$ cat src/rtl/batt_pkg.sv
package batt_pkg;

   typedef enum logic [1:0] {
      PH_CHG_RUN    = 2'd0,
      PH_CHG_SETTLE = 2'd1,
      PH_MEASURE    = 2'd2,
      PH_DIS_RUN    = 2'd3
   } batt_phase_t;

   function automatic int unsigned max_u(input int unsigned a, input int unsigned b);
      return (a > b) ? a : b;
   endfunction

endpackage

$ cat src/rtl/batt_interval_timer.sv
module batt_interval_timer #(
   parameter int unsigned CNT_W = 4
) (
   input  logic             clk,
   input  logic             rst,
   input  logic             run,
   input  logic [CNT_W-1:0] limit,
   output logic             expire
);

   logic [CNT_W-1:0] cnt;

   assign expire = run && (cnt == (limit - 1'b1));

   always_ff @(posedge clk) begin
      if (rst || !run || expire)
         cnt <= '0;
      else
         cnt <= cnt + 1'b1;
   end

endmodule

$ cat src/rtl/batt_adc_seq.sv
module batt_adc_seq #(
   parameter int unsigned DATA_W = 8
) (
   input  logic              clk,
   input  logic              rst,
   input  logic              go,
   input  logic              adc_done,
   input  logic [DATA_W-1:0] adc_data,
   output logic              adc_start,
   output logic              result_valid,
   output logic [DATA_W-1:0] result
);

   logic pend;

   always_ff @(posedge clk) begin
      if (rst) begin
         adc_start <= 1'b0;
         pend      <= 1'b0;
      end else begin
         adc_start <= go && !pend && !adc_start;
         if (adc_start)
            pend <= 1'b1;
         else if (pend && adc_done)
            pend <= 1'b0;
      end
   end

   assign result_valid = pend && adc_done;
   assign result       = adc_data;

endmodule

$ cat src/rtl/batt_level_judge.sv
module batt_level_judge #(
   parameter int unsigned DATA_W     = 8,
   parameter int unsigned FULL_CODE  = 251,
   parameter int unsigned EMPTY_CODE = 217
) (
   input  logic [DATA_W-1:0] code,
   output logic              is_full,
   output logic              is_empty
);

   localparam int unsigned CODE_MAX = (1 << DATA_W) - 1;
   localparam logic [DATA_W-1:0] FULL_L  = FULL_CODE[DATA_W-1:0];
   localparam logic [DATA_W-1:0] EMPTY_L = EMPTY_CODE[DATA_W-1:0];

   generate
      if (FULL_CODE == CODE_MAX) begin : g_full_top
         assign is_full = &code;
      end else begin : g_full_cmp
         assign is_full = (code >= FULL_L);
      end
      if (EMPTY_CODE == 0) begin : g_empty_zero
         assign is_empty = ~|code;
      end else begin : g_empty_cmp
         assign is_empty = (code <= EMPTY_L);
      end
   endgenerate

endmodule

$ cat src/rtl/batt_charge_ctrl.sv
module batt_charge_ctrl
   import batt_pkg::*;
#(
   parameter int unsigned DATA_W        = 8,
   parameter int unsigned SETTLE_CYCLES = 1005,
   parameter int unsigned RUN_CYCLES    = 1005,
   parameter int unsigned FULL_CODE     = 251,
   parameter int unsigned EMPTY_CODE    = 217
) (
   input  logic              clk,
   input  logic              rst,
   input  logic [DATA_W-1:0] adc_data,
   input  logic              adc_done,
   output logic              adc_start,
   output logic              chg_sw,
   output logic              dis_sw,
   output logic              chg_flag,
   output logic              dis_flag
);

   localparam int unsigned LIMIT_MAX = max_u(SETTLE_CYCLES, RUN_CYCLES);
   localparam int unsigned CNT_W     = $clog2(LIMIT_MAX + 1);
   localparam logic [CNT_W-1:0] SETTLE_L = SETTLE_CYCLES[CNT_W-1:0];
   localparam logic [CNT_W-1:0] RUN_L    = RUN_CYCLES[CNT_W-1:0];

   generate
      if (DATA_W < 2 || DATA_W > 16) begin : g_bad_width
         $error("batt_charge_ctrl: DATA_W out of range");
      end
      if (FULL_CODE <= EMPTY_CODE) begin : g_bad_thresh
         $error("batt_charge_ctrl: FULL_CODE must exceed EMPTY_CODE");
      end
      if (FULL_CODE >= (1 << DATA_W)) begin : g_bad_full
         $error("batt_charge_ctrl: FULL_CODE does not fit DATA_W");
      end
      if (SETTLE_CYCLES < 1 || RUN_CYCLES < 2) begin : g_bad_time
         $error("batt_charge_ctrl: interval lengths too short");
      end
   endgenerate

   batt_phase_t phase_q, phase_d;
   logic        chg_q, dis_q, chg_d, dis_d;
   logic        tmr_run, tmr_expire, meas_go;
   logic [CNT_W-1:0] tmr_limit;
   logic        res_valid, res_full, res_empty;
   logic [DATA_W-1:0] res_code;

   assign tmr_run   = (phase_q != PH_MEASURE);
   assign tmr_limit = (phase_q == PH_CHG_SETTLE) ? SETTLE_L : RUN_L;
   assign meas_go   = tmr_expire && ((phase_q == PH_CHG_SETTLE) || (phase_q == PH_DIS_RUN));

   batt_interval_timer #(.CNT_W(CNT_W)) u_tmr (
      .clk    (clk),
      .rst    (rst),
      .run    (tmr_run),
      .limit  (tmr_limit),
      .expire (tmr_expire)
   );

   batt_adc_seq #(.DATA_W(DATA_W)) u_adc (
      .clk          (clk),
      .rst          (rst),
      .go           (meas_go),
      .adc_done     (adc_done),
      .adc_data     (adc_data),
      .adc_start    (adc_start),
      .result_valid (res_valid),
      .result       (res_code)
   );

   batt_level_judge #(
      .DATA_W     (DATA_W),
      .FULL_CODE  (FULL_CODE),
      .EMPTY_CODE (EMPTY_CODE)
   ) u_judge (
      .code     (res_code),
      .is_full  (res_full),
      .is_empty (res_empty)
   );

   always_comb begin
      phase_d = phase_q;
      chg_d   = chg_q;
      dis_d   = dis_q;
      unique case (phase_q)
         PH_CHG_RUN:    if (tmr_expire) phase_d = PH_CHG_SETTLE;
         PH_CHG_SETTLE: if (tmr_expire) phase_d = PH_MEASURE;
         PH_DIS_RUN:    if (tmr_expire) phase_d = PH_MEASURE;
         PH_MEASURE: begin
            if (res_valid) begin
               if (chg_q) begin
                  if (res_full) begin
                     chg_d   = 1'b0;
                     dis_d   = 1'b1;
                     phase_d = PH_DIS_RUN;
                  end else begin
                     phase_d = PH_CHG_RUN;
                  end
               end else begin
                  if (res_empty) begin
                     chg_d   = 1'b1;
                     dis_d   = 1'b0;
                     phase_d = PH_CHG_RUN;
                  end else begin
                     phase_d = PH_DIS_RUN;
                  end
               end
            end
         end
         default: phase_d = PH_CHG_SETTLE;
      endcase
   end

   always_ff @(posedge clk) begin
      if (rst) begin
         phase_q <= PH_CHG_SETTLE;
         chg_q   <= 1'b1;
         dis_q   <= 1'b0;
      end else begin
         phase_q <= phase_d;
         chg_q   <= chg_d;
         dis_q   <= dis_d;
      end
   end

   assign chg_flag = chg_q;
   assign dis_flag = dis_q;
   assign chg_sw   = chg_q && (phase_q == PH_CHG_RUN);
   assign dis_sw   = dis_q;

endmodule

$ cat config.mk
export PLATFORM = sky130hd
export DESIGN_NAME = batt_charge_ctrl
export DESIGN_NICKNAME = d
export VERILOG_FILES = /design/src/rtl/batt_pkg.sv /design/src/rtl/batt_interval_timer.sv /design/src/rtl/batt_adc_seq.sv /design/src/rtl/batt_level_judge.sv /design/src/rtl/batt_charge_ctrl.sv
export SDC_FILE = /design/constraint.sdc
export NUM_CORES = 1
export LEC_CHECK = 0
export ABC_AREA = 1
export BUFFER_PORTS_ARGS = -buffer_cell sky130_fd_sc_hd__buf_2
export CAP_MARGIN = 20
export CORE_ASPECT_RATIO = 0.8
export CORE_MARGIN = 4
export CORE_UTILIZATION = 48
export DETAILED_ROUTE_END_ITERATION = 7
export PLACE_DENSITY = 0.84
export SKIP_CTS_REPAIR_TIMING = 1
export SLEW_MARGIN = 0
export SYNTH_ARGS = -nofsm -noshare
export SYNTH_HDL_FRONTEND = slang
export SYNTH_SLANG_ARGS = --single-unit
$ cat constraint.sdc
create_clock -name clk -period 1.3 [get_ports clk]
set_input_delay 0.26 -clock clk [delete_from_list [all_inputs] [get_ports clk]]
set_output_delay 0.26 -clock clk [all_outputs]
set_load 0.005 [all_outputs]
==> out/metrics.sh, run 1 <==
OUTCOME='finished clean'
YS_ASYNC_SR_FRACTION=0
VIA_COUNT_OF_THE_FIRST_GLOBAL_ROUTING_PASS=706
VDD_DROP_MAX_mV=0.6259
CLOCK_LATENCY_ON_THE_WORST_SKEW_PAIR_PS=290
TIMING.REG2REG.SETUP_SLACK_PS=70
FP-ROW-COUNT=13
FIN_WORST_SKEW_PS=5.741
CLK_ROOT_BUFFER_CELL='clkbuf_4'
PWR-SHARE-SEQ=0.609
SYNTH-EDFF-COUNT=0
ANTENNA_FOUND_INITIAL=0
CTSHTREEMAXLEVEL=1
TOTAL_POWER_DIVIDED_BY_CELL_AREA_nW_PER_UM2=798.5
REGISTER_CLOCK_PIN_SLEW_ON_THE_REPORTED_WORST_SETUP_AND_HOLD_PATHS_PS=90
SYNTH_CELL_TYPES=22
SETUP_VIOL=0
DETAILED_PLACE_HPWL_MM=1.405
SYNTHSIMPLEGATEAREAFRAC=0.4202
POST_SYNTH_INST_COUNT=133
GRT_PASS1_WL_MM=3.008
MAPPEDNETLISTNETS=146
POWER.SHARE.CLOCK=0.305
FINALHOLDVIOLATIONS=0
FINAL-SEQ-AREA_UM2=330.3
GRT_UTIL_OVERALL=0.1543
GRT_SETUP_UNREPAIRED='true'
INITIAL_UTILIZATION=0.5243
ANTENNA_VIOLATING_NETS_POST_ROUTE=0
SYNTH-SEQ-AREA-SHARE=0.3647
ROUTE.VIAS.TOTAL=850
DRT-PASS1-ITER-COUNT=4
TRITONCTS='built'
SYN_TO_FINAL_GROWTH_PCT=19.23
FP.DIEW_UM=55.83
POWER.SHARE.SWITCHING=0.2360
LARGEST_FAMILY_OF_LOGIC_CELLS_BY_SYNTHESIZED_AREA='simple AND/OR/NAND/NOR gates'
VIASPERCELL=4.885
LAYOUT_SETUP_WS_PS=64.73
DRC_ERRORS=0
CTS.SINK_COUNT=16
SYNTHADDERAREAFRAC=0.02849
FINALMAXSLEWVIOLATIONS=0
FINAL_NET_COUNT=167
START_POINT_OF_THE_CRITICAL_PATH='chg_flag$_SDFFE_PP1P_'
TIMING.SETUP.CRITICAL_PATH_CLASS='register to primary output'
YOSYS-TOP-CELLS-AREA='dfxtp_1 (36%), nand2_1 (15%), inv_1 (8.5%)'
ROUTABILITYCONGESTION=0.8014
YS_SEQ_ELEMENTS=16
CRITICAL_PATH_PEAK_FANOUT=5
BUFS_ON_LONGEST_CLOCK_PATH=2
HOLD_START='rst'
CTS_BUFFERS=3
CHIPHEIGHT_UM=46.26
P_SWITCHING_uW=197.4
MAPPEDNETLISTAREA_UM2=878.3
GRT_MAX_DEGREE=11
POST_LAYOUT_POWER_uW=836.2
NFILLCELLS=154
ROUTE.DETAILED.WL_PER_INST_UM=10.58
MAXCLOCKFREQUENCY_GHz=0.8095
SYNTH_TOP_FLOP_CELL='dfxtp_1'
CRITICAL_PATH_REQUIRED_PS=1040
DRIVE_GT1_FRAC=0.2566
ITERATION_0_DRC_COUNT_OF_THE_DETAILED_ROUTER=18
MAX_SLEW.WORST_PIN.SLEW_PS=244.7
ANTENNADIODECOUNT=0
SYNTH-COMPOUND-AREA-SHARE=0.07835
SYNTH_TOP_CELL_AREA_SHARE=0.3647
CORE_AREA_UM2=1675
LEAKAGE_uW=0.0004877
ROUTE.FINAL.WIRE_LENGTH_MM=1.841
R2R-START='u_tmr.cnt[1]$_SDFF_PP0_'
SYNTHESIS.AREA_PER_INSTANCE_UM2=6.604
TOTALNEGATIVESETUPSLACK_PS=0
CRITPATHLAUNCHTYPE='register'
SYNTH_LARGEST_AREA_CELL='dfxtp_1'
MULTI_INPUT_COMB_AREA_UM2=498.0
TIGHTEST_HOLD_CHECK_TYPE='input pin to register'
CRITPATHCAPTURETYPE='primary output'
MUXSHAREOFSYNTHAREA=0
DP_SLACK_PS=-14.86
WORST_EP_ARRIVAL_TIME_PS=980
SYNTH_TOP_CELLS_BY_COUNT='nand2_1 (36), inv_1 (20), dfxtp_1 (16), nor2_1 (16), nand3_1 (10)'
INPUT_OUTPUT_BUFFERS=15
YOSYS_WARNINGS=0
TOTAL_DIE_AREA_UM2=2582
GRT.OVERFLOW.TOTAL=0
FINAL_MIN_PERIOD_OVER_CLOCK_PERIOD=0.9502
FINAL.MIN_CLOCK_PERIOD_PS=1235
MAX_CAP_VIOL_COUNT=0
FINAL.HOLD.WORST_SLACK_PS=175.9
RELSLEWSLACK=0.8366
IO_PINS=16
YOSYS.AREA_SHARE.XOR_XNOR=0.009972
COMBINATIONALPOWERSHARE=0.086
INTERNAL-POWER_uW=638.8
YOSYS.CELL_COUNT.TOP_TYPE='nand2_1'
## worst max-delay path, stage by stage (launching register included)
cell and delay [ps]:
dfxtp_2 340, inv_1 80, nor3_1 130, buf_2 140
## final timing paths
path / to / depth (start not counted)
max: chg_sw / 3
min: phase_q[1]$_SDFFE_PP0P_ / 2
max reg2reg: phase_q[0]$_SDFFE_PP1P_ / 8
min reg2reg: dis_flag$_SDFFE_PP0P_ / 2
## flip-flops by register name (all words and copies together) (netlist names)
| signal | count |
|---|---|
| chg_flag | 1 |
| dis_flag | 1 |
| phase_q | 2 |
| u_adc.adc_start | 1 |
| u_adc.pend | 1 |
| u_tmr.cnt | 10 |
## per-layer routing
metal  track usage  up-vias  routed length (um)
li1              -      460                   -
met1        0.1770      369                 871
met2        0.2642       16                 851
met3       0.06443        5                  93
met4       0.05687        0                  25
met5             0        -                   0
## cell usage in the layout (no fill, tap or decap)
| cell type | count |
|---|---|
| a21oi_1 | 9 |
| a21oi_2 | 1 |
| buf_2 | 15 |
| buf_4 | 2 |
| clkbuf_4 | 3 |
| clkinv_1 | 1 |
| dfxtp_1 | 10 |
| dfxtp_2 | 5 |
| dfxtp_4 | 1 |
| ha_1 | 1 |
| ha_2 | 1 |
| inv_1 | 20 |
| nand2_1 | 34 |
| nand2_2 | 3 |
| nand3_1 | 10 |
| nand3_2 | 1 |
| nand3_4 | 1 |
| nand3b_1 | 1 |
| nand3b_4 | 1 |
| nand4_1 | 2 |
| nor2_1 | 15 |
| nor2_2 | 3 |
| nor3_1 | 5 |
| nor3_2 | 1 |
| nor3b_2 | 1 |
| o21ai_0 | 2 |
| o21ai_1 | 1 |
| or2_0 | 1 |
| xnor2_1 | 1 |
## cell type report
type	instances	share of cell area
repair buffers	17	0.08602
clock buffers	3	0.02151
flip-flops and latches	16	0.3154
well taps	22	0.02628
multi-input cells	95	0.4755
inverters	21	0.07527
## cells by family after synthesis
group	count (synthesis)
adder cells (fa/ha/maj)	2
AND/OR/NAND/NOR	79
AO/OA/AOI/OAI	13
flip-flops	16
buffers and inverters	22
XOR/XNOR	1
## power groups by stage
stage | Combinational [uW] | Sequential, uW | Clock [uW]
final | 71.8 | 509 | 255
after global routing | 81.7 | 511 | 289
after CTS | 69.8 | 508 | 263
after detailed placement | 69.0 | 519 | 0
after global placement | 66.2 | 518 | 0
after floorplan | 37.7 | 518 | 0
## through the flow
step	util	instance area, um^2	instances
floorplan	-	878.3	133
global placement	0.5900	988.4	171
detailed placement	0.5900	988.4	171
CTS	0.6034	1011	174
global route	0.6251	1047	174
finish	0.6251	1047	174
No activity file was read; power rests on OpenSTA's default activity.
==> run 2, diff against run 1 <==
==> constraint.sdc (replaced) <==
create_clock -name clk -period 1 [get_ports clk]
set_input_delay 0.2 -clock clk [delete_from_list [all_inputs] [get_ports clk]]
set_output_delay 0.2 -clock clk [all_outputs]
set_load 0.005 [all_outputs]
==> out/metrics.sh, run 2 (synthesis gave the netlist of run 1 again) <==
DETAILED_PLACE_HPWL_MM=1.722  # +23%
CLK_ROOT_BUFFER_CELL='clkbuf_4'
FIN_WORST_SKEW_PS=3.900  # -1.842 ps
GRT_SETUP_UNREPAIRED='true'
WORST_EP_ARRIVAL_TIME_PS=1400  # +420 ps
TOTAL_POWER_DIVIDED_BY_CELL_AREA_nW_PER_UM2=905.0  # +13%
TOP_REGISTER='u_tmr.cnt'
CHIPHEIGHT_UM=46.26  # unchanged
ITERATION_0_DRC_COUNT_OF_THE_DETAILED_ROUTER=42  # +24
POST_LAYOUT_POWER_uW=1141  # +36%
DRC_ERRORS=0  # unchanged
MIN_TO='phase_q[1]$_SDFFE_PP0P_'
ROUTE.DETAILED.WL_PER_INST_UM=12.20  # +15%
VIOLATIONS='negative setup slack'
REGISTER_CLOCK_PIN_SLEW_ON_THE_REPORTED_WORST_SETUP_AND_HOLD_PATHS_PS=100  # about the same
MAX_SLEW.WORST_PIN.SLEW_PS=190.3  # -54.45 ps
PWR-SHARE-SEQ=0.587  # -0.022
POWER.SHARE.CLOCK=0.309  # +0.004
LAYOUT_SETUP_WS_PS=-215.7  # -280.4 ps
GRT_PASS1_WL_MM=3.622  # +20%
CTSHTREEMAXLEVEL=1  # unchanged
ROUTABILITYCONGESTION=0.8107  # +1.2%
CRITPATHCAPTURETYPE='register'
FINAL-SEQ-AREA_UM2=335.3  # +1.5%
PLACEMENT.CELL_AREA_UM2=1150  # +16%
OUTCOME='finished with violations'
TRITONCTS='built'
FINAL.MIN_CLOCK_PERIOD_PS=1216
MULTI_INPUT_COMB_AREA_UM2=580.6  # +17%
FINAL_NET_COUNT=182  # +9.0%
RR_ENDPOINT='phase_q[0]$_SDFFE_PP1P_'
CRITPATHLAUNCHTYPE='register'
CRITICAL_PATH_PEAK_FANOUT=6  # +1
ANTENNA_VIOLATING_NETS_POST_ROUTE=0  # unchanged
CTS_BUFFERS=3  # unchanged
SYN_TO_FINAL_GROWTH_PCT=43.59
MAXCLOCKFREQUENCY_GHz=0.8226
P_SWITCHING_uW=293.0  # +48%
FINAL_CELL_MIX='nand2_1 (32), inv_1 (16), buf_2 (15), buf_4 (15), nor2_1 (13)'
GRT_UTIL_OVERALL=0.1810  # +0.02672
POST-ROUTE-CELL-AREA_UM2=1261  # +20%
GRT.OVERFLOW.TOTAL=0  # unchanged
MAX_CAP_VIOL_COUNT=0  # unchanged
FINALMAXSLEWVIOLATIONS=0  # unchanged
LAYOUT.CELLS.MOST_COMMON='nand2_1'
FINAL_MIN_PERIOD_OVER_CLOCK_PERIOD=1.216
LEAKAGE_uW=0.0005753  # +18%
CRITICAL_PATH.MAX_STAGE_DELAY_PS=380  # +40 ps
INTERNAL-POWER_uW=848.3  # +33%
CTS.SINK_COUNT=16  # unchanged
SETUP_VIOL=14  # +14
TIMING.REG2REG.SETUP_SLACK_PS=-220  # -290 ps
VIASPERCELL=5.058  # +3.5%
ANTENNADIODECOUNT=0  # unchanged
CLOCK_LATENCY_ON_THE_WORST_SKEW_PAIR_PS=290  # about the same
ANTENNA_FOUND_INITIAL=0  # unchanged
HOLD_START='rst'
NUMBER_OF_CELLS_ON_THE_WORST_HOLD_PATH=2  # unchanged
REG2REG_DEPTH=8  # unchanged
VIA_COUNT_OF_THE_FIRST_GLOBAL_ROUTING_PASS=912  # +29%
CORE_AREA_UM2=1675  # unchanged
ROUTE.VIAS.TOTAL=961  # +13%
CRITICAL-PATH-SLOWEST-CELL='dfxtp_4'
COMBINATIONALPOWERSHARE=0.104  # +0.018
GRT_MAX_DEGREE=11  # unchanged
FP-ROW-COUNT=13  # unchanged
RELSLEWSLACK=0.8730  # +0.03638
FP.DIEW_UM=55.83  # unchanged
CRITICAL_PATH.CELL_CHAIN='inv_2 -> ha_4 -> nand3_2 -> nand3b_4 -> nand2_2 -> nand2_2 -> nand3_2 -> nand2_1'
R2R-START='u_tmr.cnt[0]$_SDFF_PP0_'
INITIAL_UTILIZATION=0.5243  # unchanged
CRITICAL_PATH_REQUIRED_PS=1180  # +140 ps
FINALHOLDVIOLATIONS=0  # unchanged
TIGHTEST_HOLD_CHECK_TYPE='input pin to register'
TIMING.SETUP.CRITICAL_PATH_CLASS='register to register'
REGS_BY_FF_COUNT='u_tmr.cnt: 10 flops, phase_q: 2 flops'
VDD_DROP_MAX_mV=1.188  # +90%
DRIVE_GT1_FRAC=0.4286  # +0.1720
TOTAL_DIE_AREA_UM2=2582  # unchanged
LARGEST_REG_FLOPS=10  # unchanged
NFILLCELLS=126  # -18%
DRT-PASS1-ITER-COUNT=5  # +1
ROUTE.FINAL.WIRE_LENGTH_MM=2.318  # +26%
INPUT_OUTPUT_BUFFERS=15  # unchanged
POWER.SHARE.SWITCHING=0.2567  # +0.02069
BUFS_ON_LONGEST_CLOCK_PATH=2  # unchanged
IO_PINS=16  # unchanged
==> run 2: cell count changes in the layout (fill, tap and decap cells not counted), moves of 3 or more <==
cell / previous run / this run
inv_1: 20 / 16
inv_2: 0 / 3
buf_4: 2 / 15
nand3_1: 10 / 7
==> run 2: how the worst max path moves through the flow <==
| stage | from | end | depth (start not counted) |
|---|---|---|---|
| floorplan | u_tmr.cnt[1]$_SDFF_PP0_ | phase_q[0]$_SDFFE_PP1P_ | 8 |
| detailed placement | u_tmr.cnt[1]$_SDFF_PP0_ | phase_q[0]$_SDFFE_PP1P_ | 8 |
| CTS | phase_q[1]$_SDFFE_PP0P_ | chg_sw | 3 |
| global route | u_tmr.cnt[2]$_SDFF_PP0_ | u_tmr.cnt[7]$_SDFF_PP0_ | 5 |
| finish | u_tmr.cnt[0]$_SDFF_PP0_ | phase_q[0]$_SDFFE_PP1P_ | 8 |
| global placement | u_tmr.cnt[1]$_SDFF_PP0_ | phase_q[0]$_SDFFE_PP1P_ | 8 |
==> run 2: metrics by stage <==
| step | setup slack [ps] | TNS [ps] | utilization | instances | hold WS [ps] |
|---|---|---|---|---|---|
| floorplan | -135.3 | -777.9 | - | 133 | 262.4 |
| global placement | -148.5 | -1457 | 0.6863 | 183 | 415.9 |
| detailed placement | -203.6 | -2278 | 0.6863 | 183 | 416.2 |
| CTS | -282.1 | -2797 | 0.7020 | 187 | 106.9 |
| global route | -310.6 | -3880 | 0.7528 | 190 | 101.8 |
| finish | -215.7 | -2537 | 0.7528 | 190 | 116.4 |
==> run 2: routing by layer <==
| layer | part of all wire | vias to the layer above | wire length (um) | track usage |
|---|---|---|---|---|
| met3 | 0.058 | 2 | 135 | 0.07003 |
| met5 | 0 | - | 0 | 0 |
| met4 | 0.012 | 0 | 27 | 0.04739 |
| li1 | - | 490 | - | - |
| met2 | 0.53 | 37 | 1225 | 0.3561 |
| met1 | 0.40 | 432 | 930 | 0.1850 |
==> run 2: cell type report <==
cell class | count | share of cell area
clock buffer | 3 | 0.01786
clock inverter | 1 | 0.002976
inverter | 21 | 0.06448
multi-input combinational | 95 | 0.4603
sequential | 16 | 0.2659
tap | 22 | 0.02183
timing repair buffer | 32 | 0.1667
==> run 2: power groups by stage <==
stage / registers [uW] / logic [uW] / clock network (uW)
after floorplan: 679 / 61.3 / 0
after global placement: 680 / 100 / 0
after detailed placement: 683 / 114 / 0
after CTS: 668 / 114 / 361
after global routing: 674 / 133 / 389
final: 670 / 119 / 353
==> run 2: worst max-delay path, delay by kind of cell (launching register included) <==
family / cells / cell delay (ps)
flops: 1 / 380
simple gates: 6 / 550
fa+ha+maj: 1 / 130
buf+inv: 1 / 70
